===== config.mk =====
export PLATFORM = sky130hd
export DESIGN_NAME = pfwin_decoder
export DESIGN_NICKNAME = d
export VERILOG_FILES = /design/src/rtl/pfwin_pkg.sv /design/src/rtl/pfwin_cfg_regs.sv /design/src/rtl/pfwin_window.sv /design/src/rtl/pfwin_decoder.sv
export SDC_FILE = /design/constraint.sdc
export NUM_CORES = 1
export LEC_CHECK = 0
export BUFFER_PORTS_ARGS = -buffer_cell sky130_fd_sc_hd__buf_2
export CORE_MARGIN = 2
export CORE_UTILIZATION = 35
export DETAILED_ROUTE_END_ITERATION = 8
export PLACE_DENSITY = 0.52
export SLEW_MARGIN = 20
export SYNTH_ARGS = -nofsm -noshare
export SYNTH_HDL_FRONTEND = slang
export SYNTH_SLANG_ARGS = --single-unit

===== constraint.sdc =====
create_clock -name clk -period 3.05 [get_ports clk]
set_input_delay 0.7625 -clock clk [delete_from_list [all_inputs] [get_ports clk]]
set_output_delay 0.7625 -clock clk [all_outputs]
set_load 0.01 [all_outputs]

===== src/rtl/pfwin_pkg.sv =====
package pfwin_pkg;
   localparam logic [7:0] OFF_NPWIN   = 8'h20;
   localparam logic [7:0] OFF_PFWIN   = 8'h24;
   localparam logic [7:0] OFF_PFBASEU = 8'h28;
   localparam logic [7:0] OFF_PFLIMU  = 8'h2C;
   localparam int unsigned NWIN       = 2;
   localparam int unsigned WIN_PF     = 0;
   localparam int unsigned WIN_NP     = 1;

   typedef enum logic [2:0] {
      SEL_NONE, SEL_NP, SEL_PF, SEL_BU, SEL_LU
   } cfg_sel_e;
endpackage


===== src/rtl/pfwin_cfg_regs.sv =====
module pfwin_cfg_regs
   import pfwin_pkg::*;
#(
   parameter int unsigned CFG_AW    = 8,
   parameter int unsigned FLD_W     = 12,
   parameter logic [3:0]  CAP_CODE  = 4'h1,
   parameter logic [FLD_W-1:0] BASE_RST  = '1,
   parameter logic [FLD_W-1:0] LIMIT_RST = '0
) (
   input  logic              clk,
   input  logic              rst_n,
   input  logic              cfg_wr,
   input  logic              cfg_rd,
   input  logic [CFG_AW-1:0] cfg_addr,
   input  logic [31:0]       cfg_wdata,
   output logic [31:0]       cfg_rdata,
   output logic [FLD_W-1:0]  np_base,
   output logic [FLD_W-1:0]  np_limit,
   output logic [FLD_W-1:0]  pf_base,
   output logic [FLD_W-1:0]  pf_limit,
   output logic [31:0]       pf_base_up,
   output logic [31:0]       pf_limit_up
);
   localparam logic [CFG_AW-1:0] A_NP = CFG_AW'(OFF_NPWIN);
   localparam logic [CFG_AW-1:0] A_PF = CFG_AW'(OFF_PFWIN);
   localparam logic [CFG_AW-1:0] A_BU = CFG_AW'(OFF_PFBASEU);
   localparam logic [CFG_AW-1:0] A_LU = CFG_AW'(OFF_PFLIMU);

   cfg_sel_e   sel;
   logic [31:0] rd_mux;
   logic        unused_bits;

   assign unused_bits = ^{cfg_addr[1:0], cfg_wdata[19:16], cfg_wdata[3:0]};

   always_comb begin
      if      (cfg_addr[CFG_AW-1:2] == A_NP[CFG_AW-1:2]) sel = SEL_NP;
      else if (cfg_addr[CFG_AW-1:2] == A_PF[CFG_AW-1:2]) sel = SEL_PF;
      else if (cfg_addr[CFG_AW-1:2] == A_BU[CFG_AW-1:2]) sel = SEL_BU;
      else if (cfg_addr[CFG_AW-1:2] == A_LU[CFG_AW-1:2]) sel = SEL_LU;
      else                                                sel = SEL_NONE;
   end

   always_comb begin
      unique case (sel)
         SEL_NP:  rd_mux = {np_limit, 4'h0, np_base, 4'h0};
         SEL_PF:  rd_mux = {pf_limit, CAP_CODE, pf_base, CAP_CODE};
         SEL_BU:  rd_mux = pf_base_up;
         SEL_LU:  rd_mux = pf_limit_up;
         default: rd_mux = '0;
      endcase
   end

   always_ff @(posedge clk) begin
      if (!rst_n) begin
         np_base     <= BASE_RST;
         np_limit    <= LIMIT_RST;
         pf_base     <= BASE_RST;
         pf_limit    <= LIMIT_RST;
         pf_base_up  <= '0;
         pf_limit_up <= '0;
         cfg_rdata   <= '0;
      end else begin
         if (cfg_rd) cfg_rdata <= rd_mux;
         if (cfg_wr) begin
            unique case (sel)
               SEL_NP: begin
                  np_base  <= cfg_wdata[15:4];
                  np_limit <= cfg_wdata[31:20];
               end
               SEL_PF: begin
                  pf_base  <= cfg_wdata[15:4];
                  pf_limit <= cfg_wdata[31:20];
               end
               SEL_BU:  pf_base_up  <= cfg_wdata;
               SEL_LU:  pf_limit_up <= cfg_wdata;
               default: ;
            endcase
         end
      end
   end
endmodule


===== src/rtl/pfwin_window.sv =====
module pfwin_window #(
   parameter int unsigned ADDR_W = 64
) (
   input  logic [ADDR_W-1:0] lo,
   input  logic [ADDR_W-1:0] hi,
   input  logic [ADDR_W-1:0] addr_a,
   input  logic [ADDR_W-1:0] addr_b,
   output logic              hit_a,
   output logic              hit_b
);
   logic open_win;

   assign open_win = (lo <= hi);
   assign hit_a    = open_win && (addr_a >= lo) && (addr_a <= hi);
   assign hit_b    = open_win && (addr_b >= lo) && (addr_b <= hi);
endmodule


===== src/rtl/pfwin_decoder.sv =====
module pfwin_decoder
   import pfwin_pkg::*;
#(
   parameter int unsigned ADDR_W    = 64,
   parameter int unsigned GRAN_W    = 20,
   parameter int unsigned CFG_AW    = 8,
   parameter logic [3:0]  CAP_CODE  = 4'h1,
   parameter logic [11:0] BASE_RST  = 12'hFFF,
   parameter logic [11:0] LIMIT_RST = 12'h000
) (
   input  logic              clk,
   input  logic              rst_n,
   input  logic              cfg_wr,
   input  logic              cfg_rd,
   input  logic [CFG_AW-1:0] cfg_addr,
   input  logic [31:0]       cfg_wdata,
   output logic [31:0]       cfg_rdata,
   input  logic              pri_req,
   input  logic [ADDR_W-1:0] pri_addr,
   input  logic              sec_req,
   input  logic [ADDR_W-1:0] sec_addr,
   output logic              dn_fwd,
   output logic              up_fwd
);
   localparam int unsigned FLD_W = 32 - GRAN_W;
   localparam int unsigned UP_W  = ADDR_W - 32;

   if (ADDR_W != 64) begin : g_bad_aw
      $error("pfwin_decoder: ADDR_W must be 64");
   end
   if (GRAN_W != 20) begin : g_bad_gran
      $error("pfwin_decoder: GRAN_W must be 20 to match the field layout");
   end
   if (CFG_AW < 6) begin : g_bad_cfg
      $error("pfwin_decoder: CFG_AW must reach offset 2Ch");
   end

   logic [FLD_W-1:0]  np_base, np_limit, pf_base, pf_limit;
   logic [31:0]       pf_base_up, pf_limit_up;
   logic [ADDR_W-1:0] win_lo [NWIN];
   logic [ADDR_W-1:0] win_hi [NWIN];
   logic [NWIN-1:0]   hit_pri, hit_sec;

   pfwin_cfg_regs #(
      .CFG_AW    (CFG_AW),
      .FLD_W     (FLD_W),
      .CAP_CODE  (CAP_CODE),
      .BASE_RST  (BASE_RST),
      .LIMIT_RST (LIMIT_RST)
   ) u_regs (
      .clk         (clk),
      .rst_n       (rst_n),
      .cfg_wr      (cfg_wr),
      .cfg_rd      (cfg_rd),
      .cfg_addr    (cfg_addr),
      .cfg_wdata   (cfg_wdata),
      .cfg_rdata   (cfg_rdata),
      .np_base     (np_base),
      .np_limit    (np_limit),
      .pf_base     (pf_base),
      .pf_limit    (pf_limit),
      .pf_base_up  (pf_base_up),
      .pf_limit_up (pf_limit_up)
   );

   assign win_lo[WIN_PF] = {pf_base_up[UP_W-1:0],  pf_base,  {GRAN_W{1'b0}}};
   assign win_hi[WIN_PF] = {pf_limit_up[UP_W-1:0], pf_limit, {GRAN_W{1'b1}}};
   assign win_lo[WIN_NP] = {{UP_W{1'b0}}, np_base,  {GRAN_W{1'b0}}};
   assign win_hi[WIN_NP] = {{UP_W{1'b0}}, np_limit, {GRAN_W{1'b1}}};

   for (genvar w = 0; w < NWIN; w++) begin : g_win
      pfwin_window #(.ADDR_W(ADDR_W)) u_win (
         .lo     (win_lo[w]),
         .hi     (win_hi[w]),
         .addr_a (pri_addr),
         .addr_b (sec_addr),
         .hit_a  (hit_pri[w]),
         .hit_b  (hit_sec[w])
      );
   end

   assign dn_fwd = pri_req &&  (|hit_pri);
   assign up_fwd = sec_req && !(|hit_sec);
endmodule


---- After elaboration in Yosys (flattened, before gate mapping) ----
Cells that the tools add are included.
cells by class
  reduce and logical (&&, ||, !) cells .... 17
  magnitude comparators ................... 10
  equal/unequal tests ..................... 8
  mux-type cells .......................... 5
operators with widths
  operator                                        number
  less-or-equal comparator 64 bit                 3
  >= comparator 64 x 32 -> 1 bit                  2
  >= comparator 64 bit                            2
  less-or-equal comparator 64 x 32 -> 1 bit       2
  case mux 32 bit (4 select lines)                1
  less-or-equal comparator 32 bit                 1
  == test 6 x 4 -> 1 bit (second input constant)  4
  2-to-1 mux 3 bit                                4
  logical AND 1 bit                               10
  AND reduction 2 bit                             4
  == test 3 x 2 -> 1 bit (second input constant)  2
  OR reduction 2 bit                              2
  == test 3 x 1 -> 1 bit (second input constant)  1
  == test 3 bit (second input constant)           1
  zero test 1 bit                                 1
storage, ports and cells
  logic and storage cells ................. 47
  flip-flop bits (word level) ............. 144
  output and inout bits ................... 34

---- Longest topological paths before layout ----
  depth after elaboration ................. 7
  gate-level depth with buffers ........... 9
  gate-level depth less buffers ........... 9

---- Cells and area by module ----
Synthesis repeated with hierarchy kept, for this count alone.
second synthesis, totals
  cells, all modules ...................... 2588
  area total of the unflattened synthesis .. 20888.8 sq um
modules (own cells, without submodules)
  module          sequential area each (sq um)  times used  area an instance (sq um)  cells each
  pfwin_window    0.0                           2           7239.4                    943
  pfwin_cfg_regs  2882.8                        1           6382.4                    698
  pfwin_decoder   0.0                           1           27.5                      4

---- Worst setup path before layout ----
OpenSTA, ideal clock, no wires.
  kind .................................... input port to output port
  start point ............................. in sec_addr[25]
  end point ............................... out up_fwd
  stages on the path ...................... 8
  arrival ................................. 2.326 ns
  buffers on the path ..................... 0
  path slack .............................. -0.039 ns
  data required time ...................... 2.288 ns
  cell sequence ........................... ha_1 > a21oi_1 > o21ai_0 > or4b_1 > o221ai_1 > a211oi_1 > nor4_1 > o31a_1
on the way
  longest elaborated chain between the ends .. 6
  elaborated cells between the ends (all ways) .. 11
RTL lines
  element                                                                        RTL line             text
  start: declaration                                                             pfwin_decoder.sv:21  input logic [ADDR_W-1:0] sec_addr,
  >= comparator 64 bit / >= comparator 64 x 32 -> 1 bit (equally long branches)  pfwin_window.sv:15   assign hit_b = open_win && (addr_b >= lo) && (addr_b <= hi);
  logical AND 1 bit (2 in a row)                                                 pfwin_window.sv:15
  OR reduction 2 bit (*)                                                         pfwin_decoder.sv:83  assign up_fwd = sec_req && !(|hit_sec);
  zero test 1 bit (*)                                                            pfwin_decoder.sv:83
  logical AND 1 bit (*)                                                          pfwin_decoder.sv:83
  end: declaration                                                               pfwin_decoder.sv:23  output logic up_fwd
Mark *: on every way between the ends. The rest lies on a longest branch, timed or not.

---- Worst setup path in the final report ----
  start point ............................. in sec_addr[21]
  end point ............................... out up_fwd
The elaborated chain is that of the path after synthesis.

==> flow_results.org <==
** Status
- The flow ran to the end, but the final reports show violations.
- The checks that failed: setup timing.

** Synthesis
- Yosys mapped a number of flops with a built-in enable equal to 0.
- By area, the combinational part of the netlist is dominated by adder cells.
- Leading area contributor after synthesis :: ha_1
- Post-synthesis cell type count :: 53
- Of the total synthesized cell area, the portion taken by full adders, half adders and majority gates is 0.2756.
- Of the total synthesized cell area, the portion taken by XOR and XNOR cells is 0.
- The mapped netlist covers 0.01262 mm^2.
- In this run the mean area of a mapped cell was 8.330 um^2.
- Share of flip-flops with an asynchronous set or reset :: 0
- Synthesis-stage register bit count :: 144
- Most used standard cell by instance count after synthesis :: ha_1
- Of the total synthesized cell area, the portion taken by AND, OR, NAND and NOR gates is 0.1975.
- The compound-gate portion of the synthesized area came to 0.1978.
- Seq/Total Area, Yosys :: 0.2284
- Top-area cell type share of the netlist area :: 0.2756
- Synthesis produced a netlist whose cell count is 1515.
- Most instantiated cells after synthesis :: ha_1, nand2_1, dfxtp_1, inv_1, a21oi_1
- Yosys printed 0 warnings.
- Synthesized net count :: 1967
- Top cells by area, synth :: ha_1, dfxtp_1, nand2_1
- Measured against the total synthesized area, the mux share comes to 0.04759.
- Most instantiated flip-flop cell in the synthesis netlist :: dfxtp_1

** Detailed routing
- Via density per instance :: 5.400
- Overall routed net length :: 50500 um
- DRC Markers :: 0
- 1st-iter DRT viols :: 802
- Detailed routing inserted a total of 13.09k vias.
- Dividing the detail-routed wire length by the instance count gives 20.84 um.
- In this run the remaining antenna-violating nets after routing total 0.
- Total iterations of the first detailed-routing run :: 5

** Final layout
- Signed area change from the synthesized netlist to the final layout :: 38.48%
- # fillers :: 3499
- The finished cells cover 0.01748 mm^2.
- Across the whole layout, storage elements account for 0.002913 mm^2.
- Once layout is complete, the utilization of the core stands at 0.4913.
- Summing all multi-input logic gate instances after layout gives 0.009809 mm^2.
- At the end of the flow, the number of nets in the layout was 2402.
- Share of post-route cells with drive strength above 1 :: 0.3452

** Clocking
- In this run the deepest clock path goes through 2 buffers.
- Total clock sinks :: 144
- For this design, the CTS-stage hold fixing added 0 buffers.
- The H-tree was split into 4 levels.
- Clock root buffer :: clkbuf_16
- In this run, CTS created clock tree buffers numbering 17.
- Clock-pin slew was measured on the worst setup and hold paths at 0.06 ns.
- Worst-skew pair later-pin latency :: 0.44 ns
- TritonCTS built the clock tree.

** Critical path
- Startpoint types :: primary input
- CP Data Required Time :: 2.29 ns
- The setup path with the least slack is of type primary input to output port.
- The worst setup path is captured at an output port.
- The largest single stage delay on the critical path is 0.39 ns.
- Crit path cell chain :: buf_6 > buf_4 > ha_1 > a21oi_1 > o21ai_0 > a221oi_2 > a21oi_2 > o41a_1 > o31a_1 > buf_2
- Critical path data arrival time :: 2.79 ns
- Highest fanout seen on the critical path :: 3
- The startpoint identified for the worst register-to-register timing path is u_regs.pf_base_up[10].
- Highest-delay cell along the critical path :: o41a_1
- In this run the register-to-register setup slack is 1.74 ns.
- Counting cells, the worst reg-to-reg path comes to 4.
- R2R Path End :: u_regs.cfg_rdata[10]
- Bufs and invs on worst path :: 3
- Top cell family by delay on the critical path :: compound AO/OA/AOI/OAI gates

** Power and ir drop
- Clock Power Share :: 0.457
- Static leakage :: 0.007553 uW
- Across the VDD grid, the largest voltage drop is 0.3202 mV.
- Combinational share of power :: 0.183
- Total power divided by cell area :: 301.2 mW/mm^2
- Overall power consumption after layout is estimated at 5264 uW.
- Part of the power in registers :: 0.360
- The analysis attributes to net switching a power of 1393 uW.
- Internal power consumption :: 3871 uW
- Switching Share :: 0.2647

** STA
- For the pin with the worst max-slew slack, the measured transition is 0.6929 ns.
- Across all hold checks on the routed design, the worst slack comes to 0.4803 ns.
- The total count of hold-check failures in the final report was 0.
- Of the available clock period, the critical path in the final layout requires 1.164.
- Max Freq :: 281.8 MHz
- Setup violations remaining at the end of the flow were counted as 2.
- RSZ-0062 raised after global routing :: yes
- Final number of max-transition violations :: 0
- Final worst path period need :: 3.549 ns
- Worst-case clock skew :: 0.008237 ns
- Worst setup margin :: -0.4989 ns
- Headroom to the max-slew limit came out at 0.5381.

** Min path
- Hold Path Origin :: u_regs.cfg_rdata[0]
- The path with the worst hold slack has its endpoint at u_regs.cfg_rdata[0].
- The worst hold path passes through 2 cells.
- Path category of the worst min-delay check :: flop to flop

** Floorplan
- Die boundary height :: 193.9 um
- In this run the count of I/O pins placed on the die edge is 208.
- Width of the die :: 193.9 um
- # rows :: 69
- For this configuration, the core starts out at a cell density of 0.3548.
- The die covers 0.03759 mm^2.
- The region available for standard cell placement spans 0.03557 mm^2.

** Global route
- Residual overflow from global routing :: 0
- Across every metal layer, demand over resource in global routing totals 0.2628.
- Antenna violations before repair :: 3
- Pin count of the biggest net entering global routing :: 65
- Number of global-route vias before repair :: 12.86k
- The first global-routing pass estimated 75350 um of wire.

** Place
- Post-DP HPWL :: 41400 um
- Port buffering added 205 buffers.
- Gpl congestion :: 0.9449
- In this run the cell area measured after placement is 0.01596 mm^2.

** Flow run
- Number of max-cap violations :: 0
## how the worst max path moves through the flow
stage | from | to | slack [ns] | cells after the start
after floorplan | sec_addr[25] | up_fwd | -0.04 | 8
after global placement | sec_addr[21] | up_fwd | -0.68 | 11
after detailed placement | pri_addr[58] | dn_fwd | -0.71 | 10
after CTS | sec_addr[21] | up_fwd | -0.55 | 11
after global routing | sec_addr[21] | up_fwd | -0.58 | 10
final | sec_addr[21] | up_fwd | -0.50 | 10
## metrics by stage
| stage | setup slack (ns) | std cells | setup TNS, ns |
|---|---|---|---|
| detailed placement | -0.7054 | 2382 | -1.395 |
| finish | -0.4989 | 2423 | -0.9735 |
| global route | -0.5814 | 2423 | -1.143 |
| floorplan | -0.03853 | 1515 | -0.03853 |
| CTS | -0.5451 | 2415 | -1.074 |
| global placement | -0.6764 | 2382 | -1.331 |
## worst min-delay path: stages, from the launching register on
cell and delay [ns]:
dfxtp_1 0.31, nand2b_1 0.06, a21boi_0 0.07
## placed cells by master (no fill, tap or decap), drive strengths merged, types with 5 or more instances in the layout
cell	instances
a211oi	7
a21boi	92
a21o	49
a21oi	119
a221oi	9
and2	9
and4	9
buf	465
bufinv	5
clkbuf	23
dfxtp	144
ha	278
inv	124
mux2i	6
mux4	24
nand2	261
nand3	23
nand4	60
nor2	27
nor2b	57
nor3	13
nor4	35
o211ai	30
o21a	5
o21ai	36
o22ai	8
or2	5
## sequential cells by signal (all words and copies together) (netlist names)
name and count:
u_regs.np_limit 12, u_regs.pf_base 12, u_regs.pf_limit_up 32, u_regs.pf_limit 12, u_regs.pf_base_up 32, u_regs.np_base 12
u_regs.cfg_rdata 32
## area by class of cell
cell class	instances	share of cell area
inverter	122	0.02663
clock buffer	22	0.02771
clock inverter	8	0.01002
sequential	144	0.1667
tap	461	0.03301
multi-input combinational	1199	0.5613
timing repair buffer	466	0.1745
antenna	1	0.0001432
## layer usage
layer | part of all wire | routed length [um] | global-route usage
met1 | 0.48 | 24160 | 0.3747
met5 | 0 | 0 | 0
met3 | 0.059 | 2992 | 0.03635
met4 | 0.026 | 1290 | 0.08586
met2 | 0.44 | 22050 | 0.4079
## power by group through the flow
stage | registers (uW) | clock network (uW) | logic, uW
final | 1900 | 2410 | 963
after detailed placement | 1940 | 0 | 882
after global placement | 1940 | 0 | 860
after floorplan | 1940 | 0 | 408
after global routing | 1900 | 2500 | 1060
after CTS | 1900 | 2440 | 904
## kinds of logic after synthesis
| logic type | Yosys count |
|---|---|
| compound gates | 379 |
| mux | 30 |
| flops | 144 |
| simple gates | 512 |
| fa+ha+maj | 278 |
| buf+inv | 172 |
## what timing repair did
| action | 4_1_cts | 5_1_grt |
|---|---|---|
| setup buffers | 4 | 7 |
| endpoints found under the setup margin | 2 | 2 |
| pin swaps | 21 | 49 |
| resized for setup | 57 | 126 |
No activity file was read; power rests on OpenSTA's default activity.
